File: src/rtl/reg_op_unit.sv
module reg_op_unit #(
  parameter int DW = 8,
  parameter int IW = 13,
  parameter int AW = 6
) (
  input  logic [IW-1:0] instr,
  input  logic [DW-1:0] reg_in,
  input  logic [DW-1:0] acc_in,
  input  logic          c_in,
  output logic [DW-1:0] result,
  output logic          wr_acc,
  output logic          wr_reg,
  output logic          z_we,
  output logic          z_out,
  output logic          c_we,
  output logic          c_out,
  output logic          skip
);
  localparam int OPW = IW - AW;
  localparam int BIW = $clog2(DW);
  localparam int NIB = DW / 2;

  logic [OPW-1:0] op;
  logic [BIW-1:0] bsel;
  logic [DW-1:0]  bmask;
  logic [DW-1:0]  inc_v, dec_v;
  logic           is_bit;
  logic           to_acc;
  logic           acc_unused;

  assign op         = instr[IW-1:AW];
  assign bsel       = instr[AW +: BIW];
  assign bmask      = DW'(1) << bsel;
  assign inc_v      = reg_in + DW'(1);
  assign dec_v      = reg_in - DW'(1);
  assign is_bit     = op[OPW-1 -: 2] == 2'b01;
  assign to_acc     = ~op[0];
  assign acc_unused = ^acc_in;
  assign z_out      = result == '0;

  always_comb begin
    result = reg_in;
    wr_acc = 1'b0;
    wr_reg = 1'b0;
    z_we   = 1'b0;
    c_we   = 1'b0;
    c_out  = c_in;
    skip   = 1'b0;
    if (is_bit) begin
      case (op[4:3])
        2'b00: begin result = reg_in & ~bmask; wr_reg = 1'b1; end
        2'b01: begin result = reg_in |  bmask; wr_reg = 1'b1; end
        2'b10: skip = (reg_in & bmask) == '0;
        default: skip = (reg_in & bmask) != '0;
      endcase
    end else if (op[OPW-1 -: 3] == 3'b001 && op[3:0] != 4'h0) begin
      wr_acc = to_acc && op[3:0] != 4'h1;
      wr_reg = !(to_acc && op[3:0] != 4'h1);
      case (op[3:1])
        3'b000: z_we = 1'b1;
        3'b001: begin result = ~reg_in; z_we = 1'b1; end
        3'b010: begin result = inc_v; z_we = 1'b1; end
        3'b011: begin result = dec_v; skip = dec_v == '0; end
        3'b100: begin result = {c_in, reg_in[DW-1:1]}; c_out = reg_in[0]; c_we = 1'b1; end
        3'b101: begin result = {reg_in[DW-2:0], c_in}; c_out = reg_in[DW-1]; c_we = 1'b1; end
        3'b110: result = {reg_in[NIB-1:0], reg_in[DW-1:NIB]};
        default: begin result = inc_v; skip = inc_v == '0; end
      endcase
    end
  end
endmodule


File: config.mk
export PLATFORM = sky130hd
export DESIGN_NAME = reg_op_unit
export DESIGN_NICKNAME = d
export VERILOG_FILES = /design/src/rtl/reg_op_unit.sv
export SDC_FILE = /design/constraint.sdc
export NUM_CORES = 1
export LEC_CHECK = 0
export CAP_MARGIN = 20
export CORE_AREA = 4 4 59 61
export DETAILED_ROUTE_END_ITERATION = 8
export DIE_AREA = 0 0 63 65
export PLACE_DENSITY = 0.83
export REMOVE_ABC_BUFFERS = 1
export SLEW_MARGIN = 10
export SYNTH_ARGS = -nofsm -noshare
export SYNTH_HDL_FRONTEND = slang
export SYNTH_SLANG_ARGS = --single-unit
File: constraint.sdc
create_clock -name vclk -period 3.3
set_input_delay 0.495 -clock vclk [all_inputs]
set_output_delay 0.495 -clock vclk [all_outputs]
set_load 0.005 [all_outputs]
==> impl_metrics.toml <==
[run_status]
outcome = "finished with violations"
violations = "negative setup slack"

[synth]
synth_simple_gate_area_frac = 0.3682
synth.distinct_cells = 59
yosysTopAreaCellShare = 0.05532
synth_compound_area_frac = 0.3284
netlist_area_mm2 = 0.001448
syn_area_per_cell_um2 = 6.733
yosys-top-cells-area = "mux2i_1 5.5%, o21ai_0 5.2%, nor2b_1 4.8%"
yosysSeqAreaShare = 0
synth_commonest_cells = "16 x nor2_1, 15 x o21ai_0, 13 x a21oi_1, 13 x nand2_1"
synth_top_cell_by_area = "mux2i_1"
syn_inst = 215
synth_fa_ha_area_frac = 0.03457
yosysWarnings = 0
synth_most_common_cell = "nor2_1"
synth_mux_area_frac = 0.1253
synth_top_family_by_area = "simple AND/OR/NAND/NOR gates"
synth_xor_area_frac = 0.06050

[layout]
nClkBuffers = 0
design.seq.count = 0
drive_gt1_frac = 0.3811
area_growth_pct = 72.95
regArea_um2 = 0
antennaDiodeCount = 0
n_fill_cell = 176
fin_cells = 340
postLayoutCellArea_mm2 = 0.002504
final_nets = 343

[drt]
ant_nets = 0
viasPerCell = 6.953
drt_iter0_drc = 384
drc = 0
vias = 2364
routed_wl_mm = 7.468
drt_pre_antenna_iters = 5
post_drt_wl_per_cell_um = 21.96

[run]
max-cap-violations = 0

[worst_setup_path]
critPathMaxFanout = 4
crit_start = "reg_in[0]"
startpoint_type = "primary input"
crit_required_ps = 2800
arrival_ps = 2860
critPathCaptureType = "output port"
worstSetupPathType = "primary input to output port"

[timing]
final_hold_viol_count = 0
rsz0062_at_grt = "yes"
setup_tns_ps = -120.6
fin_crit_ps = 3355
setup_viol = 3
setup_ws_ps = -55.27
relSlewSlack = 0.7102
drv_slew = 0
fmax_mhz = 298.0
fin_crit_sh = 1.017
worstMarginPinSlew_ps = 434.7

[die]
die_area_mm2 = 0.004095
pin_count = 45
fp.dieW_um = 63
core_area_mm2 = 0.002978
rows = 20
die_h_um = 65
start_util = 0.4861

[grt]
busiest_layer = "met2"
grt-ovfl-total = 0
grt_first_pass_wirelength_mm = 10.96
antenna_found_initial = 0
met1_usage = 0.3773
grt_usage = 0.3377
grt_max_degree = 18
grtUsageMet2 = 0.5995
grt_pass1_vias = 2231
use_met3 = 0.06239

[power_and_ir_drop]
ir_drop_uv = 81.39
p_leak_nw = 1.119
power_density_mw_per_mm2 = 140.3
finalPower_mw = 0.3514

[placed_design]
place.gp.congestion = 1.072
io_buffer_count = 31
placedCellCount = 334
place_area_mm2 = 0.002283
dp_hpwl_mm = 4.786

[hold_path]
holdCritStartpoint = "instr[12]"
hp-class = "primary input to output port"

[clock_tree]
ctsHoldBuffers = 0
## metrics by stage
| stage | utilization | setup slack (ps) | hold slack, ps |
|---|---|---|---|
| 6_report | 0.8408 | -55.27 | 1706 |
| 5_1_grt | 0.8408 | -155.7 | 1734 |
| 4_1_cts | 0.8181 | -132.0 | 1700 |
| 3_5_place_dp | 0.7668 | -750.7 | 2099 |
| 3_3_place_gp | 0.7668 | -644.3 | 2088 |
| 2_1_floorplan | - | 447.4 | 1021 |
## repair_timing
| item | 4_1_cts | 5_1_grt |
|---|---|---|
| endpoints found under the setup margin | 8 | 7 |
| setup buffers | 7 | 0 |
| resized for setup | 38 | 16 |
| endpoints found under the hold margin | 0 | 0 |
| pin swaps | 7 | 1 |
## worst paths after layout
kind,to,cells after the start
max,z_out,10
min,skip,4
## routing by layer
metal | wire [um] | share of wire | up-vias
met5 | 0 | 0 | -
met4 | 575 | 0.077 | 0
met3 | 944 | 0.13 | 69
met2 | 3461 | 0.46 | 228
met1 | 2486 | 0.33 | 1058
li1 | - | - | 1009
## worst max-delay path, stage by stage
cell and delay (ps):
dlygate4sd2_1 250, inv_1 120, ha_4 190, nor3b_4 300
xor2_1 180, a221oi_2 270, a31oi_1 110, or4_4 590
nor4_4 210, buf_2 140
## where the power goes
part	switching (mW)	total, mW	internal, mW
registers	0	0	0
clock network	0	0	0
logic	0.174	0.351	0.178
total	0.174	0.351	0.178
## final cells by class
type / instances / area, um^2 / share of cell area
multi-input combinational: 186 / 1466 / 0.5857
inverter: 7 / 26.28 / 0.01049
timing repair buffer: 114 / 969.7 / 0.3873
tap: 33 / 41.29 / 0.01649
## cells by family after synthesis
family / Yosys count
adders and majority gates: 4
buffers and inverters: 29
muxes: 14
xor gates and xnor gates: 10
and+or+nand+nor: 90
AOI/OAI and AO/OA: 68
## cells in the final DEF, fill, tap and decap left out, drive strengths merged, types with 2 or more instances in the layout
cell type	synthesis	final
nor2	16	16
xnor2	5	5
ha	4	4
and4	3	3
nand4	2	2
a211oi	3	3
or4	3	3
nor3	4	4
nor3b	6	6
nand4b	2	2
o211ai	3	3
dlymetal6s2s	0	4
clkdlybuf4s50	0	16
o211a	4	4
nand2	13	13
nor2b	11	11
and2	6	6
or2	2	2
a221oi	3	3
o311a	2	2
o21ai	16	16
buf	11	84
a21oi	13	13
and3	2	2
nand2b	4	4
xor2	5	5
a31oi	6	6
inv	7	7
mux4	3	3
a21o	2	2
nor4	2	2
o2111ai	2	2
mux2i	8	8
nand3	6	6
mux2	3	3
dlygate4sd2	0	9
nand3b	4	4
Note: power is estimated with default switching activity, not from simulation.
